--- src/rtl/uart_irq_pkg.sv ---
package uart_irq_pkg;

    typedef enum logic [2:0] {
        SRC_MODEM   = 3'b000,
        SRC_THRE    = 3'b001,
        SRC_RXDATA  = 3'b010,
        SRC_LINE    = 3'b011,
        SRC_TIMEOUT = 3'b110
    } irq_code_e;

    localparam int EN_RX    = 0;
    localparam int EN_THRE  = 1;
    localparam int EN_LINE  = 2;
    localparam int EN_MODEM = 3;
    localparam int EN_W     = 4;

    typedef struct packed {
        logic [EN_W-1:0] ier;
        logic            empty_seen;
        logic            thre;
        logic [7:0]      iir;
        logic            irq;
    } irq_state_t;

endpackage

--- src/rtl/uart_irq_level.sv ---
module uart_irq_level #(
    parameter int CNT_W = 5
) (
    input  logic [CNT_W-1:0] rx_count,
    input  logic [1:0]       trig_sel,
    input  logic             fifo_en,
    output logic             rx_hit
);
    localparam int NLEV = 4;
    localparam logic [CNT_W-1:0] LEVELS [NLEV] = '{
        CNT_W'(1), CNT_W'(4), CNT_W'(8), CNT_W'(14)
    };

    logic [NLEV-1:0] reached;

    for (genvar g = 0; g < NLEV; g++) begin : g_lev
        assign reached[g] = (rx_count >= LEVELS[g]);
    end

    always_comb begin
        if (fifo_en) rx_hit = reached[trig_sel];
        else         rx_hit = (rx_count != '0);
    end
endmodule

--- src/rtl/uart_irq_timeout.sv ---
module uart_irq_timeout #(
    parameter int CNT_W    = 5,
    parameter int TO_CHARS = 4
) (
    input  logic             clk,
    input  logic             rst_n,
    input  logic             fifo_en,
    input  logic [CNT_W-1:0] rx_count,
    input  logic             rx_push,
    input  logic             rbr_rd,
    input  logic             char_tick,
    output logic             timeout
);
    localparam int TCNT_W = $clog2(TO_CHARS + 1);

    logic [TCNT_W-1:0] cnt_d, cnt_q;
    logic              tmo_d, tmo_q;

    always_comb begin
        cnt_d = cnt_q;
        if (!fifo_en || rx_count == '0 || rx_push || rbr_rd) begin
            cnt_d = '0;
        end else if (char_tick && cnt_q < TCNT_W'(TO_CHARS)) begin
            cnt_d = cnt_q + 1'b1;
        end
        tmo_d = (cnt_d == TCNT_W'(TO_CHARS));
    end

    always_ff @(posedge clk or negedge rst_n) begin
        if (!rst_n) begin
            cnt_q <= '0;
            tmo_q <= 1'b0;
        end else begin
            cnt_q <= cnt_d;
            tmo_q <= tmo_d;
        end
    end

    assign timeout = tmo_q;
endmodule

--- src/rtl/uart_irq_prio.sv ---
module uart_irq_prio
    import uart_irq_pkg::*;
(
    input  logic      line_p,
    input  logic      rxd_p,
    input  logic      tmo_p,
    input  logic      thre_p,
    input  logic      modem_p,
    output irq_code_e code,
    output logic      pending
);
    always_comb begin
        if (line_p)      code = SRC_LINE;
        else if (rxd_p)  code = SRC_RXDATA;
        else if (tmo_p)  code = SRC_TIMEOUT;
        else if (thre_p) code = SRC_THRE;
        else             code = SRC_MODEM;
        pending = line_p | rxd_p | tmo_p | thre_p | modem_p;
    end
endmodule

--- src/rtl/uart_irq_ident.sv ---
module uart_irq_ident
    import uart_irq_pkg::*;
#(
    parameter int CNT_W    = 5,
    parameter int TO_CHARS = 4
) (
    input  logic             clk,
    input  logic             rst_n,
    input  logic             ier_wr,
    input  logic [7:0]       ier_wdata,
    input  logic             fifo_en,
    input  logic [1:0]       trig_sel,
    input  logic [CNT_W-1:0] rx_count,
    input  logic [3:0]       rx_err,
    input  logic             rx_push,
    input  logic             rbr_rd,
    input  logic             char_tick,
    input  logic             thr_empty,
    input  logic             thr_wr,
    input  logic             msr_change,
    input  logic             iir_rd,
    output logic [7:0]       ier_out,
    output logic [7:0]       iir,
    output logic             irq
);
    irq_state_t st_d, st_q;

    logic      rx_hit, tmo;
    logic      pending;
    irq_code_e code;

    uart_irq_level #(.CNT_W(CNT_W)) i_level (
        .rx_count (rx_count),
        .trig_sel (trig_sel),
        .fifo_en  (fifo_en),
        .rx_hit   (rx_hit)
    );

    uart_irq_timeout #(.CNT_W(CNT_W), .TO_CHARS(TO_CHARS)) i_timeout (
        .clk       (clk),
        .rst_n     (rst_n),
        .fifo_en   (fifo_en),
        .rx_count  (rx_count),
        .rx_push   (rx_push),
        .rbr_rd    (rbr_rd),
        .char_tick (char_tick),
        .timeout   (tmo)
    );

    uart_irq_prio i_prio (
        .line_p  ((|rx_err) & st_q.ier[EN_LINE]),
        .rxd_p   (rx_hit & st_q.ier[EN_RX]),
        .tmo_p   (tmo & st_q.ier[EN_RX]),
        .thre_p  (st_q.thre & st_q.ier[EN_THRE]),
        .modem_p (msr_change & st_q.ier[EN_MODEM]),
        .code    (code),
        .pending (pending)
    );

    always_comb begin
        st_d = st_q;
        if (ier_wr) st_d.ier = ier_wdata[EN_W-1:0];

        st_d.empty_seen = thr_empty;
        if (thr_empty && !st_q.empty_seen) st_d.thre = 1'b1;
        if (thr_wr) st_d.thre = 1'b0;
        if (iir_rd && st_q.iir[3:1] == SRC_THRE && !st_q.iir[0]) st_d.thre = 1'b0;

        st_d.iir = {{2{fifo_en}}, 2'b00, code, ~pending};
        st_d.irq = pending;
    end

    always_ff @(posedge clk or negedge rst_n) begin
        if (!rst_n) begin
            st_q <= '{ier: '0, empty_seen: 1'b0, thre: 1'b0, iir: 8'h01, irq: 1'b0};
        end else begin
            st_q <= st_d;
        end
    end

    assign ier_out = {{(8-EN_W){1'b0}}, st_q.ier};
    assign iir     = st_q.iir;
    assign irq     = st_q.irq;
endmodule

--- config.mk ---
export PLATFORM = sky130hd
export DESIGN_NAME = uart_irq_ident
export DESIGN_NICKNAME = d
export VERILOG_FILES = /design/src/rtl/uart_irq_pkg.sv /design/src/rtl/uart_irq_level.sv /design/src/rtl/uart_irq_timeout.sv /design/src/rtl/uart_irq_prio.sv /design/src/rtl/uart_irq_ident.sv
export SDC_FILE = /design/constraint.sdc
export NUM_CORES = 1
export LEC_CHECK = 0
export BUFFER_PORTS_ARGS = -buffer_cell sky130_fd_sc_hd__buf_2
export CAP_MARGIN = 5
export CELL_PAD_IN_SITES_DETAIL_PLACEMENT = 0
export CELL_PAD_IN_SITES_GLOBAL_PLACEMENT = 2
export CORE_MARGIN = 5
export CORE_UTILIZATION = 26
export CTS_BUF_LIST = sky130_fd_sc_hd__clkbuf_8
export DETAILED_ROUTE_END_ITERATION = 8
export PLACE_DENSITY_LB_ADDON = 0.08
export SLEW_MARGIN = 20
export SYNTH_ARGS = -nofsm -noshare
export SYNTH_HDL_FRONTEND = slang
export SYNTH_HIERARCHICAL = 1
export SYNTH_SLANG_ARGS = --single-unit
--- constraint.sdc ---
create_clock -name clk -period 1.9 [get_ports clk]
set_clock_uncertainty 0.1 [all_clocks]
set_input_delay 0.475 -clock clk [delete_from_list [all_inputs] [get_ports clk]]
set_output_delay 0.475 -clock clk [all_outputs]
set_load 0.01 [all_outputs]
==> results.yml <==
outcome:
  outcome: "completed"
power:
  power.static_leakage_uw: 0.000541
  power.density_nw_per_um2: 764
  p_int_uw: 622
  total_switching_power_uw: 193
  ir_worst_vdd_v: 0.000379
  pwr-share-comb: 0.170
  power_switching_share: 0.237
  share_clk_of_total_power: 0.366
  power.sequential.fraction: 0.464
sta:
  min_period_over_period: 0.925
  grt_setup_unrepaired: "false"
  finalWorstPathRequiredPeriod_ps: 1760
  max_freq_ghz: 0.569
  setup-violations-final: 0
  drv_slew: 0
  final_hold_slack_ps: 25.6
  hold_viol: 0
route:
  dr.first_iter.drc_count: 6
  vias_post_dr: 628
  wirelength_microns: 1650
  post_dr_vias_cell: 4.08
  routedWlPerCell_microns: 10.7
  drc: 0
  firstDrtPassIters: 4
  detail-route-antenna-nets: 0
logic_synthesis:
  post_syn_instances: 75
  ys_seq_area_frac: 0.483
  synth_area_sq_um: 832
  synth-seq-cells: 16
  synth_async_sr_flop_share: 1.00
  yosys_warnings: 6
  syn-mean-instance-area_sq_um: 11.1
  count_of_flip_flops_with_a_built_in_enable_after_synthesis: 0
  ys_dominant_reg_cell: "sky130_fd_sc_hd__dfrtp_1"
  ys_types: 28
grt:
  grt_start_max_net_pins: 17
  vias_in_the_first_global_route: 600
  globalRouteTotalUtil: 0.0809
  overflow: 0
  number_of_antenna_violations_at_the_first_check_in_global_routing: 0
  global_route_wire_length_before_repair_microns: 2650
critical_path:
  cp.arrival_ps: 1780
  start_kind: "input pin"
  worstSetupPathType: "in -> reg"
  timing.critical_path.fanout_max: 2
  worstPathRequired_ps: 1930
  cp-end-kind: "flop"
clocking:
  cts_inserted_buffers: 3
  clockBufferDepth: 2
  tritoncts: "done"
  postCtsResizedCells: 0
  clkSinkCount: 16
  worst_setup_hold_path_clk_slew_ps: 60
  clock-root-buffer: "sky130_fd_sc_hd__clkbuf_8"
  cts_hold_buffers: 0
  post-cts-setup-buffer-count: 0
  clock_latency_ps: 250
  h-tree-depth: 1
die:
  die_area_sq_um: 4430
  initial_utilization: 0.273
  core_area_sq_um: 3050
  die_w_microns: 66.6
  ios: 47
  die-height_microns: 66.6
  row_count: 20
layout:
  syn2layout_area_growth_pct: 28.1
  final_cell_area_sq_um: 1070
  design.final.nets: 142
  antenna_cells: 0
  final_layout_size_suffix_gt1_frac: 0.491
placement:
  placedInstanceArea_sq_um: 1010
  finalWeightedCongestion: 0.703
  io_buffer_count: 36
hold_path:
  timing.hold.worst.class: "in -> async"
flow_run:
  timing.max_cap.violations: 0
[sequential cells by signal, indices dropped and copies added, names as in the netlist]
signal             count
i_timeout/cnt_q        3
i_timeout/timeout      1
ier_out                4
iir                    5
irq                    1
st_q                   2
[area by class of cell]
type | count | area (sq um)
clock buffer | 4 | 55.1
inverter | 3 | 11.3
timing repair buffer | 42 | 225
tap | 44 | 55.1
sequential | 16 | 402
fill | 335 | 1990
multi-input combinational | 45 | 318
[synthesized netlist by cell type, drive strengths merged, types with 2 or more instances]
library cell   n  share of area
or3            2          0.021
inv            3          0.014
nand2b         2          0.015
dfrtp         15           0.45
buf           16           0.14
nor3           2          0.012
and2           4          0.030
mux2           4          0.054
nor2           7          0.032
a21oi          3          0.018
[metrics by stage]
stage / TNS [ps] / util / instances / total power [uW] / setup WS, ps
floorplan: 0 / - / 80 / 479 / 54.3
global placement: -270 / 0.331 / 150 / 524 / -142
detailed placement: -277 / 0.331 / 150 / 526 / -144
CTS: 0 / 0.349 / 154 / 836 / 129
global route: 0 / 0.349 / 154 / 869 / 89.0
finish: 0 / 0.349 / 154 / 815 / 143
[critical path: stages]
cell,delay [ps]
sky130_fd_sc_hd__buf_2,100
sky130_fd_sc_hd__nand4b_1,160
sky130_fd_sc_hd__a21oi_1,130
sky130_fd_sc_hd__o22ai_1,90
sky130_fd_sc_hd__and2_1,170
sky130_fd_sc_hd__or3_4,330
sky130_fd_sc_hd__or3_1,330
[power by group through the flow]
| stage | clock (uW) | sequential, uW | combinational [uW] |
|---|---|---|---|
| after detailed placement | 0 | 385 | 141 |
| final | 298 | 378 | 138 |
| after floorplan | 0 | 383 | 96.2 |
| after global routing | 331 | 382 | 156 |
| after global placement | 0 | 384 | 140 |
| after CTS | 315 | 379 | 141 |
[cells in the final DEF, fill, tap and decap left out, types with 2 or more instances in the layout]
cell type / Yosys / layout
sky130_fd_sc_hd__a21oi_1: 3 / 3
sky130_fd_sc_hd__and2_1: 4 / 4
sky130_fd_sc_hd__buf_2: 0 / 36
sky130_fd_sc_hd__buf_4: 16 / 6
sky130_fd_sc_hd__clkbuf_8: 0 / 4
sky130_fd_sc_hd__conb_1: 1 / 6
sky130_fd_sc_hd__dfrtp_1: 15 / 15
sky130_fd_sc_hd__inv_1: 3 / 3
sky130_fd_sc_hd__mux2_2: 4 / 4
sky130_fd_sc_hd__nand2b_1: 2 / 2
sky130_fd_sc_hd__nor2_1: 7 / 7
sky130_fd_sc_hd__nor3_1: 2 / 2
[layer usage]
metal	track usage	share of wire	vias up
met5	0	0	-
met4	0.0228	0.0061	0
met3	0.0472	0.10	2
met2	0.126	0.44	27
met1	0.0934	0.45	293
li1	-	-	306
[final timing paths]
check	startpoint	to	slack, ps	depth (start not counted)
max	rx_count[4]	irq	140	7
min	rst_n	irq	30	1
max reg2reg	ier_out[0]	irq	400	3
min reg2reg	st_q[10]	st_q[9]	410	2
max in group asynchronous	rst_n	iir[0]	1380	1
min in group clk	thr_empty	st_q[10]	240	1
[kinds of logic (layout without fill, tap and decap cells)]
| logic type | count (synthesis) | after routing | share of synthesized area |
|---|---|---|---|
| compound gates | 9 | 9 | 0.0902 |
| mux | 5 | 5 | 0.0662 |
| other cells | 1 | 6 | 0.00451 |
| fa+ha+maj | 1 | 1 | 0.0150 |
| flops | 16 | 16 | 0.483 |
| simple gates | 23 | 23 | 0.173 |
| buf+inv | 19 | 49 | 0.158 |
| xor+xnor | 1 | 1 | 0.0105 |
No activity file was read; power rests on OpenSTA's default activity.
